### src/rtl/fpx_pkg.sv
package fpx_pkg;
  localparam int VAL_W   = 64;
  localparam int SGL_W   = 32;
  localparam int CSR_W   = 32;
  localparam int EXC_W   = 5;
  localparam int CAUSE_W = EXC_W + 1;
  localparam int RM_W    = 2;

  localparam int EX_INEXACT = 0;
  localparam int EX_UNDER   = 1;
  localparam int EX_OVER    = 2;
  localparam int EX_DIVZ    = 3;
  localparam int EX_INVAL   = 4;
  localparam int EX_UNIMP   = 5;

  localparam int RM_LSB    = 0;
  localparam int FLAG_LSB  = RM_LSB + RM_W;
  localparam int EN_LSB    = FLAG_LSB + EXC_W;
  localparam int CAUSE_LSB = EN_LSB + EXC_W;
  localparam int FTZ_BIT   = 24;

  localparam logic [CSR_W-1:0] CSR_MASK =
    (CSR_W'(1) << FTZ_BIT) | ((CSR_W'(1) << (CAUSE_LSB + CAUSE_W)) - CSR_W'(1));

  localparam logic [SGL_W-1:0] SGL_NAN_SUB = 32'h7FBF_FFFF;
  localparam logic [VAL_W-1:0] DBL_NAN_SUB = 64'h7FF7_FFFF_FFFF_FFFF;
  localparam logic [SGL_W-1:0] SGL_MIN_NRM = 32'h0080_0000;
  localparam logic [VAL_W-1:0] DBL_MIN_NRM = 64'h0010_0000_0000_0000;

  typedef struct packed {
    logic is_nan;
    logic is_qnan;
    logic is_sub;
  } fcls_t;
endpackage

### src/rtl/fpx_classify.sv
module fpx_classify
  import fpx_pkg::*;
(
  input  logic [VAL_W-1:0] val,
  input  logic             dbl,
  output fcls_t            cls
);
  logic exp_ones, exp_zero, man_nz, man_top;

  always_comb begin
    if (dbl) begin
      exp_ones = &val[62:52];
      exp_zero = ~|val[62:52];
      man_nz   = |val[51:0];
      man_top  = val[51];
    end else begin
      exp_ones = &val[30:23];
      exp_zero = ~|val[30:23];
      man_nz   = |val[22:0];
      man_top  = val[22];
    end
    cls.is_nan  = exp_ones & man_nz;
    cls.is_qnan = exp_ones & man_top;
    cls.is_sub  = exp_zero & man_nz;
  end
endmodule

### src/rtl/fpx_cause.sv
module fpx_cause
  import fpx_pkg::*;
(
  input  fcls_t              opa_cls,
  input  fcls_t              opb_cls,
  input  logic               opb_used,
  input  logic               res_sub,
  input  logic [EXC_W-1:0]   raw_exc,
  input  logic [EXC_W-1:0]   enables,
  input  logic               ftz,
  output logic [CAUSE_W-1:0] cause
);
  logic [CAUSE_W-1:0] en_full;
  logic [CAUSE_W-1:0] c_opnd, c_raw, c_res;
  logic               escalate, stop_opnd, stop_raw;
  fcls_t              ops [2];

  assign ops[0] = opa_cls;
  assign ops[1] = opb_used ? opb_cls : '0;

  always_comb begin
    en_full  = {1'b1, enables};
    escalate = ~ftz | enables[EX_UNDER] | enables[EX_INEXACT];

    c_opnd = '0;
    for (int k = 0; k < 2; k++) begin
      if (ops[k].is_nan && ops[k].is_qnan)  c_opnd[EX_INVAL] = 1'b1;
      if (ops[k].is_nan && !ops[k].is_qnan) c_opnd[EX_UNIMP] = 1'b1;
      if (ops[k].is_sub)                    c_opnd[EX_UNIMP] = 1'b1;
    end
    stop_opnd = |(c_opnd & en_full);

    c_raw = c_opnd;
    if (raw_exc[EX_UNDER] && escalate) c_raw[EX_UNIMP] = 1'b1;
    else                               c_raw = c_opnd | {1'b0, raw_exc};
    stop_raw = |(c_raw & en_full);

    c_res = c_raw;
    if (res_sub) begin
      if (escalate) c_res[EX_UNIMP] = 1'b1;
      else begin
        c_res[EX_UNDER]   = 1'b1;
        c_res[EX_INEXACT] = 1'b1;
      end
    end

    if (stop_opnd)     cause = c_opnd;
    else if (stop_raw) cause = c_raw;
    else               cause = c_res;
  end
endmodule

### src/rtl/fpx_subst.sv
module fpx_subst
  import fpx_pkg::*;
(
  input  logic [VAL_W-1:0] val,
  input  logic             dbl,
  input  logic             is_nan,
  input  logic             is_sub,
  input  logic [RM_W-1:0]  rm,
  output logic [VAL_W-1:0] val_out
);
  logic             neg;
  logic [VAL_W-1:0] sign_v, min_v, nan_v, flush_v;

  always_comb begin
    neg    = dbl ? val[VAL_W-1] : val[SGL_W-1];
    sign_v = dbl ? {1'b1, {(VAL_W-1){1'b0}}} : {{SGL_W{1'b0}}, 1'b1, {(SGL_W-1){1'b0}}};
    min_v  = dbl ? DBL_MIN_NRM : {{SGL_W{1'b0}}, SGL_MIN_NRM};
    nan_v  = dbl ? DBL_NAN_SUB : {{SGL_W{1'b0}}, SGL_NAN_SUB};

    unique case (rm)
      2'd2:    flush_v = neg ? sign_v : min_v;
      2'd3:    flush_v = neg ? (sign_v | min_v) : '0;
      default: flush_v = neg ? sign_v : '0;
    endcase

    if (is_nan)      val_out = nan_v;
    else if (is_sub) val_out = flush_v;
    else             val_out = val;
  end
endmodule

### src/rtl/fpx_status_unit.sv
module fpx_status_unit
  import fpx_pkg::*;
(
  input  logic              clk,
  input  logic              rst_n,
  input  logic              op_valid,
  input  logic              op_dbl,
  input  logic              opb_used,
  input  logic [VAL_W-1:0]  opa_val,
  input  logic [VAL_W-1:0]  opb_val,
  input  logic [VAL_W-1:0]  res_val,
  input  logic [EXC_W-1:0]  raw_exc,
  input  logic              csr_we,
  input  logic [CSR_W-1:0]  csr_wdata,
  output logic [CSR_W-1:0]  csr_q,
  output logic              trap,
  output logic              res_we,
  output logic [VAL_W-1:0]  res_out
);
  fcls_t              cls_v [3];
  logic [VAL_W-1:0]   cls_in [3];
  logic [CAUSE_W-1:0] op_cause;
  logic [VAL_W-1:0]   sub_val;

  logic [CSR_W-1:0]   csr_d, wr_word;
  logic               trap_d, res_we_d, csr_en, res_en;
  logic [EXC_W-1:0]   cur_en, cur_flag;

  assign cls_in[0] = opa_val;
  assign cls_in[1] = opb_val;
  assign cls_in[2] = res_val;

  for (genvar g = 0; g < 3; g++) begin : g_cls
    fpx_classify u_cls (
      .val (cls_in[g]),
      .dbl (op_dbl),
      .cls (cls_v[g])
    );
  end

  assign cur_en   = csr_q[EN_LSB +: EXC_W];
  assign cur_flag = csr_q[FLAG_LSB +: EXC_W];

  fpx_cause u_cause (
    .opa_cls  (cls_v[0]),
    .opb_cls  (cls_v[1]),
    .opb_used (opb_used),
    .res_sub  (cls_v[2].is_sub),
    .raw_exc  (raw_exc),
    .enables  (cur_en),
    .ftz      (csr_q[FTZ_BIT]),
    .cause    (op_cause)
  );

  fpx_subst u_subst (
    .val     (res_val),
    .dbl     (op_dbl),
    .is_nan  (cls_v[2].is_nan),
    .is_sub  (cls_v[2].is_sub),
    .rm      (csr_q[RM_LSB +: RM_W]),
    .val_out (sub_val)
  );

  always_comb begin
    wr_word  = csr_wdata & CSR_MASK;
    csr_d    = csr_q;
    trap_d   = 1'b0;
    res_we_d = 1'b0;
    csr_en   = 1'b0;
    res_en   = 1'b0;
    if (csr_we) begin
      csr_en = 1'b1;
      csr_d  = wr_word;
      trap_d = |(wr_word[CAUSE_LSB +: CAUSE_W] & {1'b1, wr_word[EN_LSB +: EXC_W]});
    end else if (op_valid) begin
      csr_en = 1'b1;
      res_en = 1'b1;
      csr_d[CAUSE_LSB +: CAUSE_W] = op_cause;
      csr_d[FLAG_LSB +: EXC_W]    = cur_flag | (op_cause[EXC_W-1:0] & ~cur_en);
      trap_d   = |(op_cause & {1'b1, cur_en});
      res_we_d = ~trap_d;
    end
  end

  always_ff @(posedge clk or negedge rst_n) begin
    if (!rst_n) begin
      csr_q  <= '0;
      trap   <= 1'b0;
      res_we <= 1'b0;
    end else begin
      if (csr_en) csr_q <= csr_d;
      trap   <= trap_d;
      res_we <= res_we_d;
    end
  end

  always_ff @(posedge clk or negedge rst_n) begin
    if (!rst_n)      res_out <= '0;
    else if (res_en) res_out <= sub_val;
  end
endmodule

### config.mk
export PLATFORM = sky130hd
export DESIGN_NAME = fpx_status_unit
export DESIGN_NICKNAME = d
export VERILOG_FILES = /design/src/rtl/fpx_pkg.sv /design/src/rtl/fpx_classify.sv /design/src/rtl/fpx_cause.sv /design/src/rtl/fpx_subst.sv /design/src/rtl/fpx_status_unit.sv
export SDC_FILE = /design/constraint.sdc
export NUM_CORES = 1
export LEC_CHECK = 0
export BUFFER_PORTS_ARGS = -buffer_cell sky130_fd_sc_hd__buf_2
export CORE_AREA = 2 2 131 133
export DETAILED_ROUTE_END_ITERATION = 7
export DIE_AREA = 0 0 133 135
export GPL_ROUTABILITY_DRIVEN = 0
export PLACE_DENSITY = 0.55
export SKIP_LAST_GASP = 1
export SLEW_MARGIN = 30
export SYNTH_ARGS = -nofsm -noshare
export SYNTH_HDL_FRONTEND = slang
export SYNTH_SLANG_ARGS = --single-unit
### constraint.sdc
create_clock -name clk -period 4.1 [get_ports clk]
set_input_delay 0.82 -clock clk [delete_from_list [all_inputs] [get_ports clk]]
set_output_delay 0.82 -clock clk [all_outputs]
set_load 0.02 [all_outputs]
==> results of run 1 <==
## metrics by stage
step	cell area [um2]	instances	hold slack, ns
after floorplan	4616	522	0.5112
after global placement	6232	1012	0.4554
after detailed placement	6236	1012	0.4698
after CTS	6530	1028	0.4827
after global routing	6535	1028	0.5019
final	6535	1028	0.4772
## power by group through the flow
stage	clock, mW	combinational [mW]	sequential [mW]
floorplan	0	0.183	1.14
global placement	0	0.599	1.01
detailed placement	0	0.602	1.01
CTS	0.846	0.603	0.998
global route	0.885	0.653	1.01
finish	0.817	0.596	0.998
## layer usage
layer / GRT usage / up-vias / wire, um
met3: 0.03641 / 28 / 1060
met5: 0 / - / 0
met2: 0.3261 / 226 / 8446
li1: - / 2441 / -
met1: 0.2150 / 2237 / 6587
met4: 0.05914 / 0 / 381
## cells in the mapped netlist, types with 2 or more instances
master    count
nor3_1        8
inv_1         7
nand3_1       6
nand2_1      50
nor4b_1       3
o31ai_2       2
a22oi_1       7
a21oi_1      65
and2_1        3
mux2i_1       5
or4_1         2
nand2b_1      2
nor2_1       69
mux2_2        8
a21o_1        2
buf_4        20
xnor2_1       2
o21ai_0       7
nor4_2        2
nor2_2        2
o31ai_1       6
clkbuf_1     14
dfrtp_1      85
nand4_1      20
a211oi_1      2
buf_2         5
nor4_1       39
o21ai_1      32
## worst max-delay path, cell delays in order
cell and delay [ns]:
buf_2 0.10, nor4_1 0.40, nand4_1 0.27, o21bai_1 0.33
a22oi_2 0.20, nor2_4 0.62, a21oi_1 0.15, a21oi_1 0.18
## worst max path at each step
stage,start,to,slack [ns],cells after the start
CTS,res_val[0],res_out[52]$_DFFE_PN0P_,1.22,8
finish,res_val[0],res_out[52]$_DFFE_PN0P_,1.28,8
global route,res_val[0],res_out[56]$_DFFE_PN0P_,1.07,8
global placement,res_val[0],res_out[52]$_DFFE_PN0P_,0.93,8
detailed placement,res_val[0],res_out[52]$_DFFE_PN0P_,0.86,8
floorplan,opa_val[28],trap$_DFF_PN0_,1.80,7
## cells by family after synthesis
kind of cell	after synthesis	synth area share
mux	13	0.03066
buf+inv	47	0.05803
flops	85	0.4654
simple gates	217	0.2434
compound gates	145	0.1979
xor+xnor	2	0.003833
other cells	1	0.0008205
## registers in the layout (all words and copies together) (netlist names)
signal / count
csr_q: 19
res_out: 64
res_we: 1
trap: 1
## layout make-up
cell class / count / share of cell area
Clock buffer: 13 / 0.03829
Inverter: 7 / 0.004021
Sequential cell: 85 / 0.3255
Timing Repair Buffer: 310 / 0.2407
Multi-Input combinational cell: 390 / 0.3427
Tap cell: 220 / 0.04212
Clock inverter: 3 / 0.006701
==> results.md, run 1 <==
- Worst skew pair latency: 0.34 ns
- Critical path arrival: 3.08 ns
- Clock transition at path regs: 0.06 ns
- Register Area: 2127 um2
- Ys Warns: 0
- Vias: 4,932
- Maximum VDD drop: 228.2 uV
- Max-cap viol count: 0
- CTS tree: done
- Gate power share: 0.247
- Synth top area cells: dfrtp_1 (47%), a21oi_1 (7.1%), nor2_1 (5.7%), nor4_1 (5.3%), nand2_1 (4.1%)
- PwrDens: 368.9 nW/um2
- Avg Inst Size Synth: 8.962 um2
- Vias in the first global route: 4,812
- Relative slew slack: 0.5099
- # IOs: 333
- Post-CTS Setup Inserts: 0
- Critical hold path startpoint: res_out[3]$_DFFE_PN0P_
- Post-DP HPWL: 13,080 um
- HP Class: flip-flop to flip-flop
- Ant diodes: 0
- Wire per inst: 16.03 um
- Post-Route Utilization: 0.3983
- DP Worst Slack: 0.8584 ns
- Worst hold path endpoint: res_out[3]$_DFFE_PN0P_
- Layout cell share with drive strength beyond 1: 0.4381
- Total power: 2.411 mW
- CTS Root Cell: clkbuf_16
- NumNets Final: 1,038
- Hold depth: 2
- Reg2reg end: csr_q[3]$_DFFE_PN0N_
- CTS resizes: 0
- Leakage: 3.118 nW
- Initial drt markers: 207
- Global-route wire length before repair: 25,160 um
- Multi-input gate area: 2240 um2
- GRT overflow: 0
- CTS Sinks: 85
- Switching power total: 750.5 uW
- Die W: 133 um
- Netlist cell types: 63
- Final TNS setup: 0 ns
- Crit Path Max Fanout: 32
- Critical path class: primary input to flip-flop
- Status: finished clean
- Clk pwr share: 0.339
- Largest net degree at the start of global routing: 77
- Sequential fraction of the synthesis area: 0.4654
- Clock H-tree levels: 3
- Most common cell after layout, fill and taps aside: buf_2
- # rows: 47
- Switching share of power: 0.3113
- Number of synthesized register bits: 85
- Initial antenna violation count: 0
- DRT Pass-1 Iters: 4
- Tot GR Track Use: 0.1805
- Post-layout minimum cycle time: 2.820 ns
- CTS Buffer Depth: 2
- Initial Util: 0.2786
- IO buf count: 304
- Slew @ Worst Pin: 0.7334 ns
- Fill count: 1,739
- Most used DFF post-synth: dfrtp_1
- Hold buffer count at CTS: 0
- Final Worst Setup Slack: 1.280 ns
- Reg2reg path depth: 6
- Final Max Tran Viols: 0
- Synth Instances: 510
- Top-area cell type share of the netlist area: 0.4654
- Worst r2r src: csr_q[7]$_DFFE_PN0P_
- CP endpoint kind: flip-flop
- Fin. Hold Viols: 0
- Final setup vio count: 0
- Core region area: 16,410 um2
- Die Y-Extent: 135 um
- Cell Int Power: 1.660 mW
- Max Clk Rate: 0.3546 GHz
- Antenna viol nets, final: 0
- Die area: 17,960 um2
- Worst Clk Skew: 0.008987 ns
- Fin crit share: 0.6879
- Most frequent cells in the layout: buf_2 (303), dfrtp_1 (85), nor2_1 (69)
- Yosys top cell by area: dfrtp_1
- RSZ-0062 raised after global routing: no
- Number of buffers created by CTS: 9
- Mapped Area: 4571 um2
- Final wirelength: 16,480 um
- Required time worst endpoint: 4.36 ns
- DR DRC count: 0
- Via density: 4.798
- Register share of total power: 0.414
- Post-synth ARST share: 1.000
- Area growth, synth to finish: 42.98%
- Flop-to-flop setup slack: 2.09 ns
- Worst setup SP type: primary input
- Number of synthesized flops with an enable pin: 0
(Power assumes the default switching activity.)
==> run 2: changes to the inputs <==
clock period = 2.6 ns   (was 4.1 ns; I/O delays follow)
==> results.md, run 2 (same netlist as run 1, synthesis figures left out) <==
- Most frequent cells in the layout: buf_2 (303), dfrtp_1 (85), nor2_1 (69)
- Worst Clk Skew: 0.006739 ns
- Initial antenna violation count: 1
- Final wirelength: 16,430 um
- Slew @ Worst Pin: 0.5883 ns
- Relative slew slack: 0.6078
- HP Class: primary input to asynchronous set/reset pin
- Status: finished clean
- Post-layout minimum cycle time: 2.140 ns
- Fin crit share: 0.8231
- Area growth, synth to finish: 45.44%
- Largest reg by FF count: res_out
- Final Worst Setup Slack: 0.4598 ns
- Cell Int Power: 2.648 mW
- Fin. Hold Viols: 0
- Antenna viol nets, final: 0
- Tot GR Track Use: 0.1785
- CTS tree: done
- Final Max Tran Viols: 0
- Final TNS setup: 0 ns
- NumNets Final: 1,045
- Largest regs: res_out: 64 flops, csr_q: 19 flops
- Initial drt markers: 177
- Post-CTS Setup Inserts: 0
- Number of buffers created by CTS: 9
- Critical path class: flip-flop to flip-flop
- Wire per inst: 15.88 um
- RSZ-0062 raised after global routing: no
- Family with the most delay on the worst path: compound AO/OA/AOI/OAI gates
- Max FFs per register: 64
- DR DRC count: 0
- DRT Pass-1 Iters: 4
- Gate power share: 0.248
- GRT overflow: 0
- Core region area: 16,410 um2
- PwrDens: 576.3 nW/um2
- DP Worst Slack: 0.1001 ns
- Register share of total power: 0.410
- Required time worst endpoint: 2.83 ns
- Layout cell share with drive strength beyond 1: 0.4447
- Dpl cells: 1,019
- Leakage: 3.179 nW
- IO buf count: 304
- Clock transition at path regs: 0.06 ns
- # rows: 47
- Crit Path Max Fanout: 6
- Initial Util: 0.2786
- CP max-delay cell: nor3b_1
- Area of placed instances: 6347 um2
- Total power: 3.831 mW
- Clk pwr share: 0.342
- Die area: 17,960 um2
- Vias in the first global route: 4,780
- Final instance area: 6648 um2
- # IOs: 333
- Worst setup SP type: flip-flop
- CTS Sinks: 85
- Buffer and inverter count on the worst path: 1
- Die Y-Extent: 135 um
- CTS Buffer Depth: 2
- Final setup vio count: 0
- Clock H-tree levels: 3
- Largest net degree at the start of global routing: 50
- Crit path cell chain: nor3b_1 > o211a_1 > nand2b_1 > o22ai_1 > o2bb2ai_2 > buf_4 > o31ai_1
- Max incr delay on CP: 0.49 ns
- Post-DP HPWL: 13,270 um
- Maximum VDD drop: 269.0 uV
- Ant diodes: 0
- Max Clk Rate: 0.4673 GHz
- Worst skew pair latency: 0.33 ns
- Max-cap viol count: 0
- CTS Root Cell: clkbuf_16
- Final Non-Filler Cells: 1,034
- Hold buffer count at CTS: 0
- Critical path arrival: 2.37 ns
- Global-route wire length before repair: 25,020 um
- CTS resizes: 0
- Switching share of power: 0.3089
- Vias: 4,996
- Levels on crit path: 7
- Switching power total: 1.183 mW
- Via density: 4.832
- Die W: 133 um
- CP endpoint kind: flip-flop
- Most common cell after layout, fill and taps aside: buf_2
- Reg2reg path depth: 7
[run 2: cell count changes in the layout (fill, tap and decap cells not counted)]
cell / previous run / this run
buf_12: 0 / 5
buf_4: 6 / 9
buf_6: 1 / 0
clkbuf_1: 3 / 1
clkbuf_8: 1 / 2
nand2b_2: 0 / 1
nand2b_4: 1 / 0
[run 2: final cells by class]
cell class	count	area [um2]
well taps	220	275.3
inverters	7	26.28
flip-flops and latches	85	2127
fillers	1699	9759
repair buffers	317	1684
multi-input cells	390	2235
clock inverters	3	43.79
clock buffers	12	256.5
[run 2: power groups by stage]
| stage | Clock, mW | Sequential [mW] | Combinational (mW) |
|---|---|---|---|
| 2_1_floorplan | 0 | 1.79 | 0.289 |
| 3_3_place_gp | 0 | 1.59 | 0.955 |
| 3_5_place_dp | 0 | 1.60 | 0.961 |
| 4_1_cts | 1.34 | 1.57 | 0.962 |
| 5_1_grt | 1.41 | 1.59 | 1.04 |
| 6_report | 1.31 | 1.57 | 0.949 |
[run 2: final timing paths]
check | startpoint | to | slack, ns
hold reg to reg | res_out[51]$_DFFE_PN0P_ | res_out[51]$_DFFE_PN0P_ | 0.47
setup / recovery | csr_q[7]$_DFFE_PN0P_ | csr_q[3]$_DFFE_PN0N_ | 0.46
min in group clk | csr_wdata[4] | csr_q[4]$_DFFE_PN0N_ | 0.42
setup reg to reg | csr_q[7]$_DFFE_PN0P_ | csr_q[3]$_DFFE_PN0N_ | 0.46
hold / removal | rst_n | res_out[1]$_DFFE_PN0P_ | 0.17
max in group asynchronous | rst_n | csr_q[16]$_DFFE_PN0N_ | 1.79
[run 2: stage by stage]
step,utilization,hold WS [ns]
3_5_place_dp,0.3869,0.4665
3_3_place_gp,0.3869,0.4568
2_1_floorplan,-,0.2244
4_1_cts,0.4052,0.1647
6_report,0.4052,0.1653
5_1_grt,0.4052,0.1879
[run 2: metal layers]
metal	track usage	wire, um	vias to the layer above
li1	-	-	2460
met1	0.2153	6654	2289
met2	0.3161	8373	222
met3	0.03679	1025	23
met4	0.06392	358	2
met5	0	13	-
